==> src/rtl/sbm_pkg.sv <==
package sbm_pkg;
  localparam int REG_IDX_W = 3;
  localparam int SPR_W     = 4;
  localparam int SPPR_W    = 3;

  typedef enum logic [REG_IDX_W-1:0] {
    RA_CTRL  = 3'd0,
    RA_CONF  = 3'd1,
    RA_TX    = 3'd2,
    RA_RX    = 3'd3,
    RA_ISTAT = 3'd4,
    RA_IMASK = 3'd5
  } reg_addr_e;

  typedef struct packed {
    logic              cpol;
    logic              cpha;
    logic [SPR_W-1:0]  spr;
    logic [SPPR_W-1:0] sppr;
  } xfer_cfg_t;
endpackage

==> src/rtl/sbm_regs.sv <==
module sbm_regs
  import sbm_pkg::*;
#(
  parameter int NCS  = 8,
  parameter int AW   = 5,
  parameter int DW   = 32,
  parameter int BITS = 8
) (
  input  logic            clk_i,
  input  logic            rst_ni,
  input  logic [AW-1:0]   addr_i,
  input  logic            we_i,
  input  logic [DW-1:0]   wdata_i,
  output logic [DW-1:0]   rdata_o,
  input  logic            busy_i,
  input  logic            done_i,
  input  logic [BITS-1:0] rx_byte_i,
  output logic            start_o,
  output logic [BITS-1:0] tx_byte_o,
  output xfer_cfg_t       cfg_o,
  output logic [NCS-1:0]  cs_no,
  output logic            irq_o
);
  localparam int CS_W   = $clog2(NCS);
  localparam int CONF_W = 14;
  localparam logic [CONF_W-1:0] CONF_KEEP = 14'h30FF;

  reg_addr_e sel;
  logic wr_ctrl, wr_conf, wr_tx, wr_stat, wr_mask;
  logic            cs_en_q, cs_en_d;
  logic [CS_W-1:0] cs_idx_q, cs_idx_d;
  logic            ready_q, ready_d;
  logic [CONF_W-1:0] conf_q, conf_d;
  logic            stat_q, stat_d, mask_q, mask_d;
  logic            unused_bits;

  assign sel     = reg_addr_e'(addr_i[2 +: REG_IDX_W]);
  assign wr_ctrl = we_i && (sel == RA_CTRL);
  assign wr_conf = we_i && (sel == RA_CONF);
  assign wr_tx   = we_i && (sel == RA_TX);
  assign wr_stat = we_i && (sel == RA_ISTAT);
  assign wr_mask = we_i && (sel == RA_IMASK);
  assign unused_bits = ^{addr_i[1:0], wdata_i[DW-1:CONF_W]};

  assign start_o   = wr_tx && !busy_i;
  assign tx_byte_o = wdata_i[BITS-1:0];

  always_comb begin
    cs_en_d  = wr_ctrl ? wdata_i[0] : cs_en_q;
    cs_idx_d = wr_ctrl ? wdata_i[2 +: CS_W] : cs_idx_q;
    conf_d   = wr_conf ? (wdata_i[CONF_W-1:0] & CONF_KEEP) : conf_q;
    mask_d   = wr_mask ? wdata_i[0] : mask_q;
    ready_d  = ready_q;
    if (done_i)       ready_d = 1'b1;
    else if (start_o) ready_d = 1'b0;
    stat_d = stat_q;
    if (done_i)                       stat_d = 1'b1;
    else if (wr_stat && !wdata_i[0])  stat_d = 1'b0;
  end

  always_ff @(posedge clk_i or negedge rst_ni) begin
    if (!rst_ni) begin
      cs_en_q  <= 1'b0;
      cs_idx_q <= '0;
      ready_q  <= 1'b0;
      conf_q   <= '0;
      stat_q   <= 1'b0;
      mask_q   <= 1'b0;
    end else begin
      cs_en_q  <= cs_en_d;
      cs_idx_q <= cs_idx_d;
      ready_q  <= ready_d;
      conf_q   <= conf_d;
      stat_q   <= stat_d;
      mask_q   <= mask_d;
    end
  end

  assign cfg_o.cpol = conf_q[13];
  assign cfg_o.cpha = conf_q[12];
  assign cfg_o.spr  = conf_q[SPR_W-1:0];
  assign cfg_o.sppr = {conf_q[7:6], conf_q[4]};

  for (genvar i = 0; i < NCS; i++) begin : g_cs
    assign cs_no[i] = !(cs_en_q && (cs_idx_q == CS_W'(i)));
  end

  assign irq_o = stat_q & mask_q;

  always_comb begin
    rdata_o = '0;
    case (sel)
      RA_CTRL:  rdata_o[2+CS_W-1:0] = {cs_idx_q, ready_q, cs_en_q};
      RA_CONF:  rdata_o[CONF_W-1:0] = conf_q;
      RA_RX:    rdata_o[BITS-1:0]   = rx_byte_i;
      RA_ISTAT: rdata_o[0]          = stat_q;
      RA_IMASK: rdata_o[0]          = mask_q;
      default:  rdata_o = '0;
    endcase
  end


  cs_onehot_chk: assert property (@(posedge clk_i) disable iff (!rst_ni)
    $onehot0(~cs_no));

  irq_mask_chk: assert property (@(posedge clk_i) disable iff (!rst_ni)
    irq_o |-> mask_q);

  ready_after_done_chk: assert property (@(posedge clk_i) disable iff (!rst_ni)
    done_i |=> (ready_q && stat_q));
endmodule

==> src/rtl/sbm_prescale.sv <==
module sbm_prescale
  import sbm_pkg::*;
(
  input  logic              clk_i,
  input  logic              rst_ni,
  input  logic              start_i,
  input  logic              run_i,
  input  logic [SPR_W-1:0]  spr_i,
  input  logic [SPPR_W-1:0] sppr_i,
  output logic              lead_o,
  output logic              trail_o,
  output logic              wrap_o
);
  localparam int DIV_W = SPR_W + (1 << SPPR_W) - 1;

  logic [DIV_W-1:0] spr_eff, n_full, n_half, cnt_q, cnt_d;

  assign spr_eff = (spr_i < SPR_W'(2)) ? DIV_W'(2) : DIV_W'(spr_i);
  assign n_full  = spr_eff << sppr_i;
  assign n_half  = n_full >> 1;

  assign lead_o  = run_i && (cnt_q == '0);
  assign trail_o = run_i && (cnt_q == n_half);
  assign wrap_o  = run_i && (cnt_q == (n_full - DIV_W'(1)));

  always_comb begin
    cnt_d = cnt_q;
    if (start_i)     cnt_d = '0;
    else if (wrap_o) cnt_d = '0;
    else if (run_i)  cnt_d = cnt_q + DIV_W'(1);
  end

  always_ff @(posedge clk_i or negedge rst_ni) begin
    if (!rst_ni) cnt_q <= '0;
    else         cnt_q <= cnt_d;
  end


  cnt_bound_chk: assert property (@(posedge clk_i) disable iff (!rst_ni)
    run_i |-> (cnt_q < n_full));
endmodule

==> src/rtl/sbm_shift.sv <==
module sbm_shift #(
  parameter int BITS = 8
) (
  input  logic            clk_i,
  input  logic            rst_ni,
  input  logic            start_i,
  input  logic [BITS-1:0] tx_byte_i,
  input  logic            cpol_i,
  input  logic            cpha_i,
  input  logic            lead_i,
  input  logic            trail_i,
  input  logic            wrap_i,
  input  logic            miso_i,
  output logic            busy_o,
  output logic            done_o,
  output logic [BITS-1:0] rx_byte_o,
  output logic            sck_o,
  output logic            mosi_o
);
  localparam int BIT_W = $clog2(BITS);

  logic             busy_q, busy_d, sck_q, sck_d, mosi_q, mosi_d;
  logic [BIT_W-1:0] bit_q, bit_d;
  logic [BITS-1:0]  tx_sh_q, tx_sh_d, rx_sh_q, rx_sh_d, rx_q, rx_d, rx_nxt;
  logic             shout, samp, last_bit;

  assign shout    = cpha_i ? lead_i  : trail_i;
  assign samp     = cpha_i ? trail_i : lead_i;
  assign last_bit = (bit_q == BIT_W'(BITS - 1));
  assign done_o   = wrap_i && last_bit;
  assign rx_nxt   = samp ? {rx_sh_q[BITS-2:0], miso_i} : rx_sh_q;

  always_comb begin
    busy_d  = busy_q;
    bit_d   = bit_q;
    tx_sh_d = tx_sh_q;
    mosi_d  = mosi_q;
    rx_sh_d = rx_nxt;
    rx_d    = rx_q;
    if (start_i) begin
      busy_d  = 1'b1;
      bit_d   = '0;
      rx_sh_d = '0;
      if (cpha_i) begin
        tx_sh_d = tx_byte_i;
      end else begin
        mosi_d  = tx_byte_i[BITS-1];
        tx_sh_d = tx_byte_i << 1;
      end
    end else begin
      if (shout) begin
        mosi_d  = tx_sh_q[BITS-1];
        tx_sh_d = tx_sh_q << 1;
      end
      if (done_o) begin
        busy_d = 1'b0;
        rx_d   = rx_nxt;
      end else if (wrap_i) begin
        bit_d = bit_q + BIT_W'(1);
      end
    end
    if (!busy_q || done_o) sck_d = cpol_i;
    else if (lead_i)       sck_d = ~cpol_i;
    else if (trail_i)      sck_d = cpol_i;
    else                   sck_d = sck_q;
  end

  always_ff @(posedge clk_i or negedge rst_ni) begin
    if (!rst_ni) begin
      busy_q  <= 1'b0;
      bit_q   <= '0;
      tx_sh_q <= '0;
      rx_sh_q <= '0;
      rx_q    <= '0;
      sck_q   <= 1'b0;
      mosi_q  <= 1'b0;
    end else begin
      busy_q  <= busy_d;
      bit_q   <= bit_d;
      tx_sh_q <= tx_sh_d;
      rx_sh_q <= rx_sh_d;
      rx_q    <= rx_d;
      sck_q   <= sck_d;
      mosi_q  <= mosi_d;
    end
  end

  assign busy_o    = busy_q;
  assign rx_byte_o = rx_q;
  assign sck_o     = sck_q;
  assign mosi_o    = mosi_q;


  sck_idle_chk: assert property (@(posedge clk_i) disable iff (!rst_ni)
    !busy_q |=> (sck_o == $past(cpol_i)));

  no_restart_chk: assert property (@(posedge clk_i) disable iff (!rst_ni)
    start_i |-> !busy_q);
endmodule

==> src/rtl/spi_byte_master.sv <==
module spi_byte_master
  import sbm_pkg::*;
#(
  parameter int NCS  = 8,
  parameter int AW   = 5,
  parameter int DW   = 32,
  parameter int BITS = 8
) (
  input  logic           clk_i,
  input  logic           rst_ni,
  input  logic [AW-1:0]  bus_addr_i,
  input  logic           bus_we_i,
  input  logic [DW-1:0]  bus_wdata_i,
  output logic [DW-1:0]  bus_rdata_o,
  input  logic           miso_i,
  output logic           sck_o,
  output logic           mosi_o,
  output logic [NCS-1:0] cs_no,
  output logic           irq_o
);
  logic [1:0]      rst_sync_q;
  logic            rst_n;
  logic            start, busy, done, lead, trail, wrap;
  logic [BITS-1:0] tx_byte, rx_byte;
  xfer_cfg_t       cfg;

  always_ff @(posedge clk_i or negedge rst_ni) begin
    if (!rst_ni) rst_sync_q <= 2'b00;
    else         rst_sync_q <= {rst_sync_q[0], 1'b1};
  end
  assign rst_n = rst_sync_q[1];

  sbm_regs #(.NCS(NCS), .AW(AW), .DW(DW), .BITS(BITS)) u_regs (
    .clk_i     (clk_i),
    .rst_ni    (rst_n),
    .addr_i    (bus_addr_i),
    .we_i      (bus_we_i),
    .wdata_i   (bus_wdata_i),
    .rdata_o   (bus_rdata_o),
    .busy_i    (busy),
    .done_i    (done),
    .rx_byte_i (rx_byte),
    .start_o   (start),
    .tx_byte_o (tx_byte),
    .cfg_o     (cfg),
    .cs_no     (cs_no),
    .irq_o     (irq_o)
  );

  sbm_prescale u_presc (
    .clk_i   (clk_i),
    .rst_ni  (rst_n),
    .start_i (start),
    .run_i   (busy),
    .spr_i   (cfg.spr),
    .sppr_i  (cfg.sppr),
    .lead_o  (lead),
    .trail_o (trail),
    .wrap_o  (wrap)
  );

  sbm_shift #(.BITS(BITS)) u_shift (
    .clk_i     (clk_i),
    .rst_ni    (rst_n),
    .start_i   (start),
    .tx_byte_i (tx_byte),
    .cpol_i    (cfg.cpol),
    .cpha_i    (cfg.cpha),
    .lead_i    (lead),
    .trail_i   (trail),
    .wrap_i    (wrap),
    .miso_i    (miso_i),
    .busy_o    (busy),
    .done_o    (done),
    .rx_byte_o (rx_byte),
    .sck_o     (sck_o),
    .mosi_o    (mosi_o)
  );
endmodule

==> config.mk <==
export PLATFORM = sky130hd
export DESIGN_NAME = spi_byte_master
export DESIGN_NICKNAME = d
export VERILOG_FILES = /design/src/rtl/sbm_pkg.sv /design/src/rtl/sbm_regs.sv /design/src/rtl/sbm_prescale.sv /design/src/rtl/sbm_shift.sv /design/src/rtl/spi_byte_master.sv
export SDC_FILE = /design/constraint.sdc
export NUM_CORES = 1
export LEC_CHECK = 0
export ABC_CLOCK_PERIOD_IN_PS = 2050
export BUFFER_PORTS_ARGS = -buffer_cell sky130_fd_sc_hd__buf_2
export CAP_MARGIN = 20
export CORE_UTILIZATION = 57
export CTS_CLUSTER_DIAMETER = 150
export CTS_CLUSTER_SIZE = 20
export DETAILED_ROUTE_END_ITERATION = 8
export GPL_TIMING_DRIVEN = 0
export PLACE_DENSITY = 0.91
export SKIP_CTS_REPAIR_TIMING = 1
export SLEW_MARGIN = 15
export SYNTH_ARGS = -nofsm -noshare
export SYNTH_HDL_FRONTEND = slang
export SYNTH_SLANG_ARGS = --single-unit
==> constraint.sdc <==
create_clock -name clk_i -period 2.05 [get_ports clk_i]
set_input_delay 0.41 -clock clk_i [delete_from_list [all_inputs] [get_ports clk_i]]
set_output_delay 0.41 -clock clk_i [all_outputs]
set_load 0.1 [all_outputs]
* Yosys cells after proc, flatten, opt, wreduce, memory -nomap -nowiden
Index checks and enable logic that the tools add are counted.
Operators by class: add/subtract/negate cells 3, magnitude comparators 1, equality and inequality tests 17, shifts and indexed selects 1, muxes and demuxes 30, bitwise logic cells 3, reduce and logical (&&, ||, !) cells 42
Operators with widths (number):
- 2-to-1 mux 8 bit | 5
- 2-to-1 mux 11 bit | 3
- == test 3 bit (second input constant) | 7
- logical AND 1 bit | 19
- 2-to-1 mux 1 bit | 14
- == test 3 x 2 -> 1 bit (second input constant) | 4
- one-hot mux 4 bit (3 select lines) | 1
- adder 11 x 1 -> 11 bit (second input constant) | 1
- == test 11 x 10 -> 1 bit | 1
- == test 11 bit | 1
- zero test 11 bit | 1
- << shifter 11 x 3 -> 11 bit | 1
- subtractor 11 x 1 -> 11 bit (second input constant) | 1
- zero test 1 bit | 10
- 2-to-1 mux 3 bit | 3
- nonzero test 2 bit | 4
- == test 3 x 1 -> 1 bit (second input constant) | 2
- zero test 3 bit | 2
- 2-to-1 mux 6 bit | 1
- one-hot mux 3 bit (2 select lines) | 1
- AND reduction 2 bit | 3
- nonzero test 3 bit | 2
- one-hot mux 1 bit (5 select lines) | 1
- less-than comparator 4 x 2 -> 1 bit (second input constant) | 1
- other kinds (6) | 8
Word-level totals: register bits 60, logic and storage cells 112

* Logic depth before layout (Yosys ltp)
word-level depth 9, gate-level depth with buffers 13, depth with buffers taken out 11

* Cells and area by module
Synthesis repeated with hierarchy kept, for this count alone.
Unflattened totals: cells, all modules 541, area, all modules 4922.2 um2
By module, submodules not included:
- sbm_prescale | instances 1, cells an instance 292, area an instance 2167.1 um2, seq. area each 275.3 um2
- sbm_shift | instances 1, cells an instance 115, area an instance 1402.6 um2, seq. area each 750.7 um2
- sbm_regs | instances 1, cells an instance 131, area an instance 1298.7 um2, seq. area each 425.4 um2
- spi_byte_master | instances 1, cells an instance 3, area an instance 53.8 um2, seq. area each 50.0 um2

* Least setup slack after synthesis
No wires, ideal clock.
kind input port to output port, start point in bus_addr_i[2], end point out bus_rdata_o[12], arrival 3123 ps, path slack -1483 ps, stages 4, buffers on the path 2, path through clkbuf_1 > clkbuf_1 > nand2b_1 > nor3_1
On the way: word-level cells in the longest chain between the ends 2
RTL lines:
- from (decl) | line spi_byte_master.sv:11 | input logic [AW-1:0] bus_addr_i,
- == test 3 x 1 -> 1 bit | line sbm_regs.sv:92 | case (sel)
- 2-to-1 mux 6 bit | line sbm_regs.sv:92
- to (decl) | line spi_byte_master.sv:14 | output logic [DW-1:0] bus_rdata_o,
No other way between the ends.

* Final worst setup path
start point reg u_regs.conf_q[0], end point reg u_shift.rx_q[2] (netlist: u_shift.rx_byte_o[2])
On the way: word-level cells in the longest chain between the ends 8, elaborated cells on any way between the ends 12, classes of those cells add/sub: 1; order compare: 1; eq/ne: 2; shift: 1; mux: 3; reduce/logical: 4
RTL lines:
- from (decl) | line sbm_regs.sv:33 | logic [CONF_W-1:0] conf_q, conf_d;
- from (signal assigned) | line sbm_regs.sv:73 | conf_q <= conf_d;
- less-than comparator 4 x 2 -> 1 bit | line sbm_prescale.sv:18 | assign spr_eff = (spr_i < SPR_W'(2)) ? DIV_W'(2) : DIV_W'(spr_i);
- 2-to-1 mux 4 bit (*) | line sbm_prescale.sv:18
- << shifter 11 x 3 -> 11 bit (*) | line sbm_prescale.sv:19 | assign n_full = spr_eff << sppr_i;
- subtractor 11 x 1 -> 11 bit | line sbm_prescale.sv:24 | assign wrap_o = run_i && (cnt_q == (n_full - DIV_W'(1)));
- == test 11 bit | line sbm_prescale.sv:24
- logical AND 1 bit | line sbm_prescale.sv:24
- logical AND 1 bit | line sbm_shift.sv:30 | assign done_o = wrap_i && last_bit;
- AND reduction 2 bit (no source line)
- to (signal assigned) | line sbm_shift.sv:82 | rx_q <= rx_d;
- to (decl) | line sbm_shift.sv:24 | logic [BITS-1:0] tx_sh_q, tx_sh_d, rx_sh_q, rx_sh_d, rx_q, rx_d, rx_nxt;
Mark *: on every way between the ends. The rest lies on a longest branch, timed or not. A chain may end at the register's enable or synchronous reset.

==> impl_metrics.yaml <==
worst_setup_path:
  critical_path.reg2reg.startpoint: "u_regs.conf_q[0]$_DFFE_PN0P_"
  worst_r2r_endpoint: "u_shift.rx_byte_o[2]$_DFFE_PN0P_"
  timing.critical_path.slowest_cell_delay_ns: 0.44
  crit_path_frequent_cell: "sky130_fd_sc_hd__buf_8"
  crit_arrival_ns: 3.63
  critPathSlowestCell: "sky130_fd_sc_hd__dfrtp_2"
  path_cells: "buf_8, inv_4, o21a_4, or3_4, ha_4, xor2_1, nand3_1, a221oi_2, nand4_1, nor4b_4, nand2_2, buf_8, mux2i_1"
  criticalPathCategory: "reg2reg"
  critical_path_capture_point: "u_shift.rx_byte_o[2]$_DFFE_PN0P_"
  critPathRequiredTime_ns: 2.31
  rrSetupSlack_ns: -1.32
  r2r_cells: 13
  worstPathMaxFanout: 7
  crit_path_end_kind: "register"
  critical_path.startpoint: "u_regs.conf_q[0]$_DFFE_PN0P_"
  timing.critical_path.from_type: "register"
finish:
  fin_nets: 640
  final_layout_size_suffix_gt1_share_pct: 38.40
  antenna_cells: 0
  area.growth.synth_to_final_pct: 32.63
  layoutNonFillerInstCount: 698
die:
  floorplan.core_area_um2: 7408
  design.die.area_um2: 8168
  fp.dieH_um: 90.38
  i_o_pin_count: 84
  standard_cell_row_count: 31
  dieWidth_um: 90.38
  floorplan.initialDensity_pct: 60.09
power_and_ir_drop:
  pwr-share-seq_pct: 27.8
  irDropWorstVdd_v: 0.0008521
  switching_share_pct: 46.92
  cellPowerDensity_nw_per_um2: 1200
  power_frac_comb_pct: 56.9
  internal_power_mw: 3.761
  total_leakage_power_nw: 2.651
  netSwitchingPower_mw: 3.325
  power_mw: 7.087
  power.share.clock_pct: 15.4
cts:
  cts.reportedPaths.clkPinSlew_ns: 0.08
  cts-htree-levels: 3
  tritoncts: "done"
  cts_num_sinks: 60
  cts_buf_count: 9
  root_buffer: "sky130_fd_sc_hd__clkbuf_8"
  clk_path_buf_depth: 2
  clk_latency_ns: 0.35
worst_hold_path:
  hold_path_class: "in2reg"
  whs_path_depth: 3
synthesis:
  post_syn_area_per_cell_um2: 9.160
  yosysWarnings: 0
  dominantRegCellSynth: "sky130_fd_sc_hd__dfrtp_1"
  fraction_of_the_yosys_area_taken_by_sequential_cells_pct: 33.73
  synth_cells: 486
  synth-edff-count: 0
  synth.distinct_cells: 73
  ys_async_sr_fraction_pct: 100.0
  netlist_area_um2: 4452
  postSynthRegisterBits: 60
global_route:
  grt_overflow: 0
  vias_in_the_first_global_route: 3750
  wire_length_of_the_first_global_routing_pass_um: 17620
  grt.total_usage_pct: 27.03
  grt_antenna_before_repair: 0
  grt_start_max_net_pins: 59
timing:
  worst_slew_pin_slew_ns: 0.8143
  post-route-min-period_ns: 3.372
  timing.final.max_slew_violations: 0
  timing.max_slew.rel_slack_pct: 45.57
  final_min_period_over_clock_period_pct: 164.5
  finalHoldViolCount: 0
  fmax_mhz: 296.5
  setup_viol: 49
  least_setup_slack_across_all_paths_after_layout_ns: -1.323
  grt_setup_unrepaired: "true"
  fin_skew_ns: 0.009058
detailed_routing:
  route.met3.wl_um: 997
  drt_pass1_iterations: 6
  wl_per_cell_um: 19.57
  met2_length_um: 6999
  detail_route.iter0.violations: 437
  dr_total_vias: 4301
  detail_route.drc_violations: 0
  m1WireLength_um: 5193
  via_per_inst: 6.162
  drt_wl_total_um: 13660
  drt.antenna.violating_nets: 0
  dr.max_layer_used: "met4"
run_status:
  run_status: "complete, but fails checks"
  violations: "negative setup slack"
placement:
  place_inst: 641
  io_buffers: 35
  gpl.final_weighted_congestion: 0.9300
  dp_hpwl_um: 7894
run:
  timing.max_cap.violations: 0
## placed cells by master (no fill, tap or decap), types with 4 or more instances in the layout
| cell type | instances |
|---|---|
| sky130_fd_sc_hd__dfrtp_1 | 56 |
| sky130_fd_sc_hd__buf_4 | 54 |
| sky130_fd_sc_hd__mux2i_1 | 37 |
| sky130_fd_sc_hd__buf_2 | 30 |
| sky130_fd_sc_hd__nor2_1 | 30 |
| sky130_fd_sc_hd__nand2_1 | 27 |
| sky130_fd_sc_hd__inv_1 | 23 |
| sky130_fd_sc_hd__conb_1 | 23 |
| sky130_fd_sc_hd__o21ai_0 | 21 |
| sky130_fd_sc_hd__buf_6 | 14 |
| sky130_fd_sc_hd__xnor2_1 | 14 |
| sky130_fd_sc_hd__clkbuf_1 | 13 |
| sky130_fd_sc_hd__xor2_1 | 13 |
| sky130_fd_sc_hd__nor2_2 | 12 |
| sky130_fd_sc_hd__nand3_1 | 12 |
| sky130_fd_sc_hd__mux2_2 | 10 |
| sky130_fd_sc_hd__nand4_1 | 9 |
| sky130_fd_sc_hd__clkbuf_8 | 9 |
| sky130_fd_sc_hd__nor3_1 | 8 |
| sky130_fd_sc_hd__buf_8 | 7 |
| sky130_fd_sc_hd__nor2_4 | 7 |
| sky130_fd_sc_hd__nand2b_1 | 7 |
| sky130_fd_sc_hd__buf_12 | 7 |
| sky130_fd_sc_hd__mux2i_2 | 6 |
| sky130_fd_sc_hd__and2_1 | 6 |
| sky130_fd_sc_hd__o21ai_2 | 5 |
| sky130_fd_sc_hd__mux2i_4 | 5 |
| sky130_fd_sc_hd__o31a_1 | 4 |
| sky130_fd_sc_hd__nor2b_1 | 4 |
| sky130_fd_sc_hd__and3_1 | 4 |
| sky130_fd_sc_hd__ha_1 | 4 |
## power by group through the flow
stage	sequential (mW)	clock (mW)	combinational, mW
final	1.97	1.09	4.03
after global routing	2.00	1.15	4.25
after CTS	1.87	1.08	3.32
after detailed placement	1.89	0	3.30
after global placement	1.86	0	3.17
after floorplan	1.93	0	2.64
## Yosys cell counts, types with 5 or more instances
cell / instances / area (um^2)
sky130_fd_sc_hd__dfrtp_1: 60 / 1501
sky130_fd_sc_hd__nor2_1: 49 / 183.9
sky130_fd_sc_hd__mux2i_1: 48 / 480.5
sky130_fd_sc_hd__buf_4: 30 / 225.2
sky130_fd_sc_hd__nand2_1: 29 / 108.9
sky130_fd_sc_hd__inv_1: 25 / 93.84
sky130_fd_sc_hd__o21ai_0: 25 / 125.1
sky130_fd_sc_hd__clkbuf_1: 18 / 67.56
sky130_fd_sc_hd__xnor2_1: 15 / 131.4
sky130_fd_sc_hd__xor2_1: 13 / 113.9
sky130_fd_sc_hd__nand3_1: 12 / 60.06
sky130_fd_sc_hd__mux2_2: 11 / 123.9
sky130_fd_sc_hd__nand2b_1: 10 / 62.56
sky130_fd_sc_hd__nor3_1: 10 / 50.05
sky130_fd_sc_hd__nand4_1: 9 / 56.30
sky130_fd_sc_hd__and2_1: 6 / 37.54
sky130_fd_sc_hd__and3_1: 5 / 31.28
sky130_fd_sc_hd__ha_1: 5 / 62.56
sky130_fd_sc_hd__o22ai_1: 5 / 31.28
## worst min path at each step
| stage | startpoint | endpoint |
|---|---|---|
| 2_1_floorplan | rst_ni | rst_sync_q[0]$_DFF_PN0_ |
| 3_3_place_gp | rst_ni | rst_sync_q[0]$_DFF_PN0_ |
| 3_5_place_dp | rst_ni | rst_sync_q[0]$_DFF_PN0_ |
| 4_1_cts | rst_ni | rst_sync_q[1]$_DFF_PN0_ |
| 5_1_grt | bus_wdata_i[12] | u_regs.conf_q[12]$_DFFE_PN0P_ |
| 6_report | bus_wdata_i[12] | u_regs.conf_q[12]$_DFFE_PN0P_ |
## per-stage QoR
step	hold slack (ns)	setup WS (ns)	TNS, ns	area [um^2]	utilization, %
3_3_place_gp	0.1957	-1.155	-64.48	4938	66.66
3_5_place_dp	0.1963	-1.206	-44.57	4949	66.80
2_1_floorplan	0.1144	-0.8414	-28.90	4639	-
4_1_cts	-0.1704	-1.225	-46.49	5147	69.48
6_report	0.2836	-1.323	-50.14	5904	79.70
5_1_grt	0.2834	-1.446	-54.10	5904	79.70
## state kept, by name, summed over array words and instances (netlist names)
name and cells:
u_presc.cnt_q 11, u_regs.conf_q 10, u_shift.rx_byte_o 8, u_shift.rx_sh_q 8, u_shift.tx_sh_q 8, u_regs.cs_idx_q 3
u_shift.bit_q 3, rst_sync_q 2, u_regs.cs_en_q 1, u_regs.mask_q 1, u_regs.ready_q 1, u_regs.stat_q 1
u_shift.busy_o 1, u_shift.mosi_o 1, u_shift.sck_o 1
## layout make-up
| type | count | area, um^2 |
|---|---|---|
| multi-input cells | 364 | 2889 |
| flip-flops and latches | 60 | 1509 |
| fillers | 397 | 1504 |
| repair buffers | 76 | 650.6 |
| plain buffers | 57 | 429.2 |
| clock buffers | 9 | 123.9 |
| well taps | 99 | 123.9 |
| inverters | 26 | 103.9 |
| clock inverters | 7 | 75.07 |
## cell families (layout without fill, tap and decap cells)
family / after synthesis / after routing / share of synthesized area [%]
buf+inv: 83 / 175 / 10.31
mux: 59 / 59 / 13.58
fa+ha+maj: 5 / 5 / 1.405
flops: 60 / 60 / 33.73
compound gates: 89 / 89 / 15.54
simple gates: 160 / 160 / 19.76
other cells: 2 / 23 / 0.1687
xor+xnor: 28 / 28 / 5.509
## worst max-delay path: cells and delay by family (launching register included)
family | cells | cell delay, ns
AND/OR/NAND/NOR | 5 | 1.35
multiplexers | 1 | 0.18
XOR/XNOR | 1 | 0.18
flip-flops | 1 | 0.44
AO/OA/AOI/OAI | 2 | 0.48
buffers and inverters | 3 | 0.38
adder cells (fa/ha/maj) | 1 | 0.28
## layer usage
layer / up-vias / global-route usage, %
li1: 1883 / -
met1: 2052 / 32.65
met2: 305 / 47.07
met3: 61 / 4.966
met4: 0 / 11.69
met5: - / 0
(Power assumes the default switching activity.)
